## config.mk

```make
export PLATFORM = sky130hd
export DESIGN_NAME = dac_trig_ctrl
export DESIGN_NICKNAME = d
export VERILOG_FILES = /design/src/rtl/dac_trig_pkg.sv /design/src/rtl/dac_trig_regs.sv /design/src/rtl/dac_trig_src.sv /design/src/rtl/dac_settle_timer.sv /design/src/rtl/dac_trig_ctrl.sv
export SDC_FILE = /design/constraint.sdc
export NUM_CORES = 1
export LEC_CHECK = 0
export CORE_MARGIN = 10
export CORE_UTILIZATION = 52
export DETAILED_ROUTE_END_ITERATION = 12
export GPL_TIMING_DRIVEN = 1
export PLACE_DENSITY = 0.84
export SLEW_MARGIN = 20
export SYNTH_ARGS = -nofsm -noshare
export SYNTH_HDL_FRONTEND = slang
export SYNTH_SLANG_ARGS = --single-unit
export TNS_END_PERCENT = 100
```

## constraint.sdc

```tcl
create_clock -name clk -period 3.5 [get_ports clk]
set_clock_uncertainty 0.1 [all_clocks]
set_input_delay 0.875 -clock clk [delete_from_list [all_inputs] [get_ports clk]]
set_output_delay 0.875 -clock clk [all_outputs]
set_load 0.03 [all_outputs]
```

## src/rtl/dac_trig_pkg.sv

```systemverilog
package dac_trig_pkg;
  localparam logic [1:0] REG_CTRL   = 2'd0;
  localparam logic [1:0] REG_DATA   = 2'd1;
  localparam logic [1:0] REG_SWT    = 2'd2;
  localparam logic [1:0] REG_SETTLE = 2'd3;

  localparam int CTRL_EN_BIT    = 0;
  localparam int CTRL_TRG_BIT   = 4;
  localparam int CTRL_SRC_LSB   = 8;
  localparam int CTRL_SRC_W     = 4;
  localparam int CTRL_PMODE_LSB = 12;
  localparam int CTRL_BUSY_BIT  = 31;

  typedef enum logic [1:0] {
    PIN_LOW  = 2'd0,
    PIN_HIGH = 2'd1,
    PIN_FALL = 2'd2,
    PIN_RISE = 2'd3
  } pin_mode_e;

  typedef struct packed {
    logic                  conv_en;
    logic                  trig_en;
    logic [CTRL_SRC_W-1:0] src;
    pin_mode_e             pmode;
  } ctrl_t;
endpackage

```

## src/rtl/dac_trig_regs.sv

```systemverilog
module dac_trig_regs
  import dac_trig_pkg::*;
#(
  parameter int DATA_W   = 12,
  parameter int SETTLE_W = 10,
  parameter int BUS_W    = 32
) (
  input  logic                clk,
  input  logic                rst,
  input  logic                bus_sel,
  input  logic                bus_we,
  input  logic [1:0]          bus_addr,
  input  logic [BUS_W-1:0]    bus_wdata,
  input  logic                busy,
  output logic [BUS_W-1:0]    bus_rdata,
  output ctrl_t               ctrl_q,
  output logic [DATA_W-1:0]   pend_q,
  output logic [SETTLE_W-1:0] settle_q,
  output logic                dwr_pulse,
  output logic                sw_pulse
);
  localparam int DPAD = BUS_W - DATA_W;
  localparam int SPAD = BUS_W - SETTLE_W;

  logic wr_en, rd_en;
  logic [BUS_W-1:0] rd_mux;

  assign wr_en = bus_sel & bus_we;
  assign rd_en = bus_sel & ~bus_we;

  always_comb begin
    rd_mux = '0;
    case (bus_addr)
      REG_CTRL: begin
        rd_mux[CTRL_EN_BIT]  = ctrl_q.conv_en;
        rd_mux[CTRL_TRG_BIT] = ctrl_q.trig_en;
        rd_mux[CTRL_SRC_LSB +: CTRL_SRC_W] = ctrl_q.src;
        rd_mux[CTRL_PMODE_LSB +: 2] = ctrl_q.pmode;
        rd_mux[CTRL_BUSY_BIT] = busy;
      end
      REG_DATA:   rd_mux = {{DPAD{1'b0}}, pend_q};
      REG_SETTLE: rd_mux = {{SPAD{1'b0}}, settle_q};
      default:    rd_mux = '0;
    endcase
  end

  always_ff @(posedge clk) begin
    if (rst) begin
      ctrl_q    <= '0;
      pend_q    <= '0;
      settle_q  <= '0;
      dwr_pulse <= 1'b0;
      sw_pulse  <= 1'b0;
      bus_rdata <= '0;
    end else begin
      dwr_pulse <= 1'b0;
      sw_pulse  <= 1'b0;
      if (wr_en) begin
        case (bus_addr)
          REG_CTRL: begin
            ctrl_q.conv_en <= bus_wdata[CTRL_EN_BIT];
            ctrl_q.trig_en <= bus_wdata[CTRL_TRG_BIT];
            ctrl_q.src     <= bus_wdata[CTRL_SRC_LSB +: CTRL_SRC_W];
            ctrl_q.pmode   <= pin_mode_e'(bus_wdata[CTRL_PMODE_LSB +: 2]);
          end
          REG_DATA: begin
            pend_q    <= bus_wdata[DATA_W-1:0];
            dwr_pulse <= 1'b1;
          end
          REG_SWT:  sw_pulse <= bus_wdata[0];
          default:  settle_q <= bus_wdata[SETTLE_W-1:0];
        endcase
      end
      if (rd_en) bus_rdata <= rd_mux;
    end
  end
endmodule

```

## src/rtl/dac_trig_src.sv

```systemverilog
module dac_trig_src
  import dac_trig_pkg::*;
#(
  parameter int N_TMR = 4,
  parameter int N_PWM = 2
) (
  input  logic                  clk,
  input  logic                  rst,
  input  logic                  ext_pin,
  input  logic [N_TMR-1:0]      tmr_evt,
  input  logic [N_PWM-1:0]      pwm_evt,
  input  logic                  sw_pulse,
  input  logic [CTRL_SRC_W-1:0] src,
  input  pin_mode_e             pmode,
  output logic                  evt
);
  localparam int N_SRC   = 2 + N_TMR + N_PWM;
  localparam int TMR_OFS = 2;
  localparam int PWM_OFS = 2 + N_TMR;

  logic s1, s2, s3;
  logic pin_evt;
  logic [N_SRC-1:0] srcv;

  always_ff @(posedge clk) begin
    if (rst) begin
      s1 <= 1'b0;
      s2 <= 1'b0;
      s3 <= 1'b0;
    end else begin
      s1 <= ext_pin;
      s2 <= s1;
      s3 <= s2;
    end
  end

  always_comb begin
    case (pmode)
      PIN_LOW:  pin_evt = ~s2;
      PIN_HIGH: pin_evt = s2;
      PIN_FALL: pin_evt = s3 & ~s2;
      default:  pin_evt = s2 & ~s3;
    endcase
  end

  assign srcv[0] = sw_pulse;
  assign srcv[1] = pin_evt;

  for (genvar t = 0; t < N_TMR; t++) begin : g_tmr
    assign srcv[TMR_OFS + t] = tmr_evt[t];
  end
  for (genvar p = 0; p < N_PWM; p++) begin : g_pwm
    assign srcv[PWM_OFS + p] = pwm_evt[p];
  end

  always_comb begin
    evt = 1'b0;
    for (int i = 0; i < N_SRC; i++) begin
      if (src == CTRL_SRC_W'(i)) evt = srcv[i];
    end
  end
endmodule

```

## src/rtl/dac_settle_timer.sv

```systemverilog
module dac_settle_timer #(
  parameter int DATA_W   = 12,
  parameter int SETTLE_W = 10
) (
  input  logic                clk,
  input  logic                rst,
  input  logic                start,
  input  logic [SETTLE_W-1:0] settle,
  input  logic [DATA_W-1:0]   pend,
  output logic [DATA_W-1:0]   dac_out,
  output logic                busy,
  output logic                done
);
  logic [SETTLE_W-1:0] cnt;

  always_ff @(posedge clk) begin
    if (rst) begin
      cnt     <= '0;
      busy    <= 1'b0;
      done    <= 1'b0;
      dac_out <= '0;
    end else begin
      done <= 1'b0;
      if (start) begin
        dac_out <= pend;
        busy    <= 1'b1;
        cnt     <= settle;
      end else if (busy) begin
        if (cnt == '0) begin
          busy <= 1'b0;
          done <= 1'b1;
        end else begin
          cnt <= cnt - 1'b1;
        end
      end
    end
  end
endmodule

```

## src/rtl/dac_trig_ctrl.sv

```systemverilog
module dac_trig_ctrl
  import dac_trig_pkg::*;
#(
  parameter int DATA_W   = 12,
  parameter int SETTLE_W = 10,
  parameter int BUS_W    = 32,
  parameter int N_TMR    = 4,
  parameter int N_PWM    = 2
) (
  input  logic              clk,
  input  logic              rst,
  input  logic              bus_sel,
  input  logic              bus_we,
  input  logic [1:0]        bus_addr,
  input  logic [BUS_W-1:0]  bus_wdata,
  output logic [BUS_W-1:0]  bus_rdata,
  input  logic              ext_pin,
  input  logic [N_TMR-1:0]  tmr_evt,
  input  logic [N_PWM-1:0]  pwm_evt,
  output logic [DATA_W-1:0] dac_out,
  output logic              busy,
  output logic              done
);
  ctrl_t               ctrl_q;
  logic [DATA_W-1:0]   pend_q;
  logic [SETTLE_W-1:0] settle_q;
  logic                dwr_pulse, sw_pulse, evt, start, conv_en_w;

  dac_trig_regs #(.DATA_W(DATA_W), .SETTLE_W(SETTLE_W), .BUS_W(BUS_W)) u_regs (
    .clk(clk), .rst(rst), .bus_sel(bus_sel), .bus_we(bus_we),
    .bus_addr(bus_addr), .bus_wdata(bus_wdata), .busy(busy),
    .bus_rdata(bus_rdata), .ctrl_q(ctrl_q), .pend_q(pend_q),
    .settle_q(settle_q), .dwr_pulse(dwr_pulse), .sw_pulse(sw_pulse)
  );

  dac_trig_src #(.N_TMR(N_TMR), .N_PWM(N_PWM)) u_src (
    .clk(clk), .rst(rst), .ext_pin(ext_pin), .tmr_evt(tmr_evt),
    .pwm_evt(pwm_evt), .sw_pulse(sw_pulse), .src(ctrl_q.src),
    .pmode(ctrl_q.pmode), .evt(evt)
  );

  assign conv_en_w = ctrl_q.conv_en;
  assign start = conv_en_w & ~busy & (ctrl_q.trig_en ? evt : dwr_pulse);

  dac_settle_timer #(.DATA_W(DATA_W), .SETTLE_W(SETTLE_W)) u_tmr (
    .clk(clk), .rst(rst), .start(start), .settle(settle_q), .pend(pend_q),
    .dac_out(dac_out), .busy(busy), .done(done)
  );
endmodule

```

==> Yosys cells after proc, flatten, opt, wreduce, memory -nomap -nowiden <==
Cells that the tools add are included.
{ "totals": {"register_bits": 74, "input_bits": 45, "out_inout_bits": 46, "word_cells": 80} }
{ "classes": {"n_addsub": 1, "eq_ne": 13, "mux": 24, "n_bitwise": 13, "reduce_logical": 13} }
{ "op_table": {"columns": ["op", "n"], "rows": [
  ["$mux 10", 3],
  ["$pmux 6 s3", 1],
  ["$eq 4x3->1 const B", 4],
  ["$mux 1", 15],
  ["$pmux 3 s2", 2],
  ["$logic_not 10->1", 1],
  ["$sub 10x1->10 const B", 1],
  ["$pmux 1 s3", 3],
  ["$reduce_or 3->1", 3],
  ["$eq 4x2->1 const B", 2],
  ["$reduce_and 2->1", 4],
  ["$not 1->1", 7],
  ["$and 1x1->1", 6],
  ["$eq 2x2->1 const B", 3],
  ["$eq 2x1->1 const B", 2],
  ["$eq 4x1->1 const B", 1],
  ["$logic_not 2->1", 2],
  ["$logic_not 4->1", 1],
  ["$ne 2x2->1 const B", 1],
  ["$reduce_bool 2->1", 1],
  ["$reduce_or 2->1", 1]
]} }

==> Logic depth before layout (Yosys ltp) <==
{ "logic_depth": {"depth_word": 14, "depth_mapped": 8, "ltp_nobuf": 7} }

==> Modules after synthesis <==
A second synthesis with hierarchy kept.
{ "unflattened": {"cells_unflattened": 360, "hier_area_um2": 3273.1} }
{ "modules_own_cells": {"columns": ["module", "instances", "cells_per_inst", "area_each_um2"], "rows": [
  ["dac_trig_regs", 1, 222, 1996.9],
  ["dac_settle_timer", 1, 118, 1069.8],
  ["dac_trig_src", 1, 18, 183.9],
  ["dac_trig_ctrl", 1, 2, 22.5]
]} }

==> Worst setup path after synthesis <==
Ideal clock, no wire load.
{ "synth_path": {"path_kind": "input port to flip-flop", "from": "input tmr_evt[1]", "to": "register u_tmr.dac_out[0]", "t_arrival_ps": 2028, "slack_ps": 1245, "stages": 7, "path_buffers": 1, "path_cell_list": "o211ai_1 o311ai_2 a221oi_2 o21ba_4 buf_12 mux2i_1 nor2_1"} }
{ "synth_between": {"elab_chain_len": 7} }
{ "synth_rtl": {"columns": ["element", "line_no", "source"], "rows": [
  ["start, declared", "dac_trig_ctrl.sv:18", "input logic [N_TMR-1:0] tmr_evt,"],
  ["$mux 1 (5 in a row)", "dac_trig_src.sv:59", "if (src == CTRL_SRC_W'(i)) evt = srcv[i];"],
  ["$mux 1", "dac_trig_ctrl.sv:43", "assign start = conv_en_w & ~busy & (ctrl_q.trig_en ? evt : dwr_pulse);"],
  ["$and 1x1->1", "dac_trig_ctrl.sv:43", null],
  ["end signal, assigned", "dac_settle_timer.sv:25", "dac_out <= pend;"],
  ["end, declared", "dac_settle_timer.sv:10", "output logic [DATA_W-1:0] dac_out,"]
]} }
No other way between the ends.
A chain may end at the register's enable or synchronous reset.

==> Worst setup path after layout <==
{ "layout_path": {"from": "input tmr_evt[1]", "to": "register u_tmr.dac_out[10]"} }
The elaborated chain is that of the path after synthesis.

==> flow_metrics.tcl <==
set metrics [dict create \
    syn_area_sq_mm 0.00338 \
    required_ns 3.62 \
    p_leak_uw 0.00157 \
    end_kind "register" \
    cts_max_level 3 \
    fill_cells 531 \
    critPathMaxFanout 29 \
    cpPeakStageDelay_ns 0.54 \
    cts_num_sinks 74 \
    hpwl_um 5960 \
    wl_per_cell_um 16.5 \
    drc 0 \
    synthTopCellsByArea "dfxtp_1, nand2_1, a21oi_1" \
    core_sq_mm 0.00631 \
    synth_edf_count 0 \
    diodes 0 \
    insertion_delay_ns 0.35 \
    tns_ns 0 \
    min_period_ns 2.69 \
    vdd_drop_max_mv 0.268 \
    grt_pass1_wl_um 13500 \
    worstPathArrival_ns 2.82 \
    via_per_inst 5.50 \
    start_kind "input pin" \
    grt_antenna_before_repair 0 \
    via_count 2777 \
    multi_input_area_sq_mm 0.00165 \
    fmaxAchievable_ghz 0.371 \
    final_area_sq_mm 0.00407 \
    die_area_sq_mm 0.0101 \
    layout.nets 469 \
    timing.final.crit_share_pct 76.9 \
    cts_root_buf "clkbuf_8" \
    synth_cells 374 \
    path_delay_family "compound AO/OA/AOI/OAI gates" \
    maxCapViolCount 0 \
    worst_path_max_delay_cell "o21ba_4" \
    grt_usage_pct 16.4 \
    yosysTopAreaCellShare_pct 43.9 \
    clockBufferDepth 2 \
    ff_latch_area_sq_mm 0.00148 \
    rsz0062_at_grt "false" \
    fin_ws_ns 0.807 \
    fp.dieH_um 101 \
    cts.clk_slew.worst_paths_ns 0.08 \
    firstDrtPassIters 4 \
    path_class "in2reg" \
    tightest_slew_ns 0.720 \
    synth.avg_cell_area_sq_um 9.03 \
    status "completed" \
    path_cells "clkdlybuf4s50_1, o211ai_1, o311ai_2, a221oi_2, o21ba_4, mux2i_1, nor2_1" \
    dp_cells 489 \
    cts-resized-gates 0 \
    pre_cts_ws_ns 0.432 \
    rows 29 \
    pwr_density_cell_mw_per_mm2 425 \
    wl_um 8330 \
    yosysSeqAreaShare_pct 43.9 \
    cts_tree "yes" \
    yosysTopAreaCell "dfxtp_1" \
    synth_ff_type "dfxtp_1" \
    numCtsBuffers 9 \
    drt-initial-drc-count 200 \
    relSlewSlack_pct 52.0 \
    drtAntennaViolNets 0 \
    synthDistinctLibCells 50 \
    dieWidth_um 101 \
    grt_max_degree 46 \
    maxSlewViolCount 0 \
    path_buf_inv 1 \
    start_util_pct 53.5 \
    port_buffers 55 \
    postCtsHoldBufs 0 \
    grt_pass1_vias 2754 \
    stdcell_count 505 \
    whs_ns 0.343 \
    synth-seq-cells 74 \
    place.gp.congestion 0.850 \
    async_flop_share_pct 0 \
    syn_to_final_growth_pct 20.6 \
    cts_setup_buffers 0 \
    drive_above_1_share_pct 12.1 \
    pin_count 91 \
    dpl_cell_area_sq_mm 0.00386 \
    hold_path.class "reg2reg" \
    hold_violations 0 \
    grt_overflow 0 \
    finalSetupViolations 0 \
    ys_warn_count 0 \
]
[routing by layer]
layer | share of wire [%] | vias up | wire, um | global-route usage [%]
met4 | 3.0 | 0 | 250 | 9.13
met3 | 6.4 | 27 | 535 | 3.91
met5 | 0 | - | 0 | 0
li1 | - | 1341 | - | -
met2 | 49 | 92 | 4050 | 26.0
met1 | 42 | 1317 | 3490 | 19.7
[synth_stat cells (3+ instances only)]
cell type  count
nand2b_1       5
xnor2_1        4
a221oi_1       4
buf_4         19
nor3_1        12
mux2_1         9
nand3_1        5
dfxtp_1       74
clkbuf_1      14
xor2_1         3
nor2_2         8
a211oi_2       8
a22oi_1        9
nor2_1        34
a21oi_1       35
mux2i_1       16
nand2_1       67
nor2b_1        7
buf_12         3
[cells in the final DEF, fill, tap and decap left out, types with 2 or more instances in the layout]
cell / synthesis / layout
clkdlybuf4s50_1: 0 / 54
dfxtp_1: 74 / 74
nor2_2: 8 / 8
xor2_1: 3 / 3
mux2_1: 9 / 9
nand2_1: 67 / 67
clkinv_2: 0 / 2
clkbuf_8: 0 / 9
nand3_1: 5 / 5
a21oi_1: 35 / 35
inv_2: 2 / 2
nor2b_1: 7 / 7
nand4_1: 2 / 2
bufinv_16: 0 / 2
a221oi_1: 4 / 4
nor3_1: 12 / 12
buf_4: 19 / 6
mux2_2: 2 / 2
xnor2_1: 4 / 4
nor2_1: 34 / 34
a22oi_1: 9 / 9
nand2b_1: 5 / 5
inv_1: 2 / 2
nand3b_1: 2 / 2
clkinvlp_4: 0 / 2
nor4_1: 2 / 2
conb_1: 1 / 17
mux2i_1: 16 / 16
a211oi_2: 8 / 8
[path summary, 6_finish.rpt]
kind                            cells after the start              from                end  slack (ns)
worst min-delay path                                1          u_src.s1           u_src.s2        0.34
worst max-delay path                                7        tmr_evt[1]  u_tmr.dac_out[10]        0.81
worst max register to register                      6  u_regs.ctrl_q[4]  u_tmr.dac_out[10]        1.23
worst min register to register                      1          u_src.s1           u_src.s2        0.34
[area by class of cell]
| cell class | instances | area share, % |
|---|---|---|
| clock buffers | 9 | 3.04 |
| clock inverters | 7 | 2.30 |
| inverters | 4 | 0.369 |
| multi-input cells | 272 | 40.6 |
| flip-flops and latches | 74 | 36.4 |
| well taps | 77 | 2.36 |
| repair buffers | 62 | 15.0 |
[power by group]
| group | switching [uW] | internal [uW] |
|---|---|---|
| registers | 10.1 | 853 |
| logic | 87.8 | 52.4 |
| clock network | 327 | 399 |
[cells by family after synthesis]
group	Yosys count	share of synthesized area [%]
muxes	27	8.41
DFF	74	43.9
AOI/OAI and AO/OA	67	15.1
buffers and inverters	44	9.00
adders and majority gates	1	0.370
xor gates and xnor gates	7	1.81
and+or+nand+nor	153	21.3
other	1	0.111
[registers in the layout, indices dropped and copies added, names as in the netlist]
name / cells
u_regs.bus_rdata: 15
u_regs.ctrl_q: 8
u_regs.dwr_pulse: 1
u_regs.pend_q: 12
u_regs.settle_q: 10
u_regs.sw_pulse: 1
u_src.s1: 1
u_src.s2: 1
u_src.s3: 1
u_tmr.busy: 1
u_tmr.cnt: 10
u_tmr.dac_out: 12
u_tmr.done: 1
[stage by stage]
stage / utilization (%) / power, uW
6_report: 64.5 / 1730
5_1_grt: 64.5 / 1770
4_1_cts: 64.5 / 1730
3_5_place_dp: 61.1 / 1020
3_3_place_gp: 61.1 / 1020
2_1_floorplan: - / 979
[worst register-to-register path: stages, from the launching register on]
cell and delay, ns:
dfxtp_1 0.49, mux2i_1 0.26, o311ai_2 0.11, a221oi_2 0.32
o21ba_4 0.54, mux2i_1 0.28, nor2_1 0.05
Power figures use the tool's default switching activity.
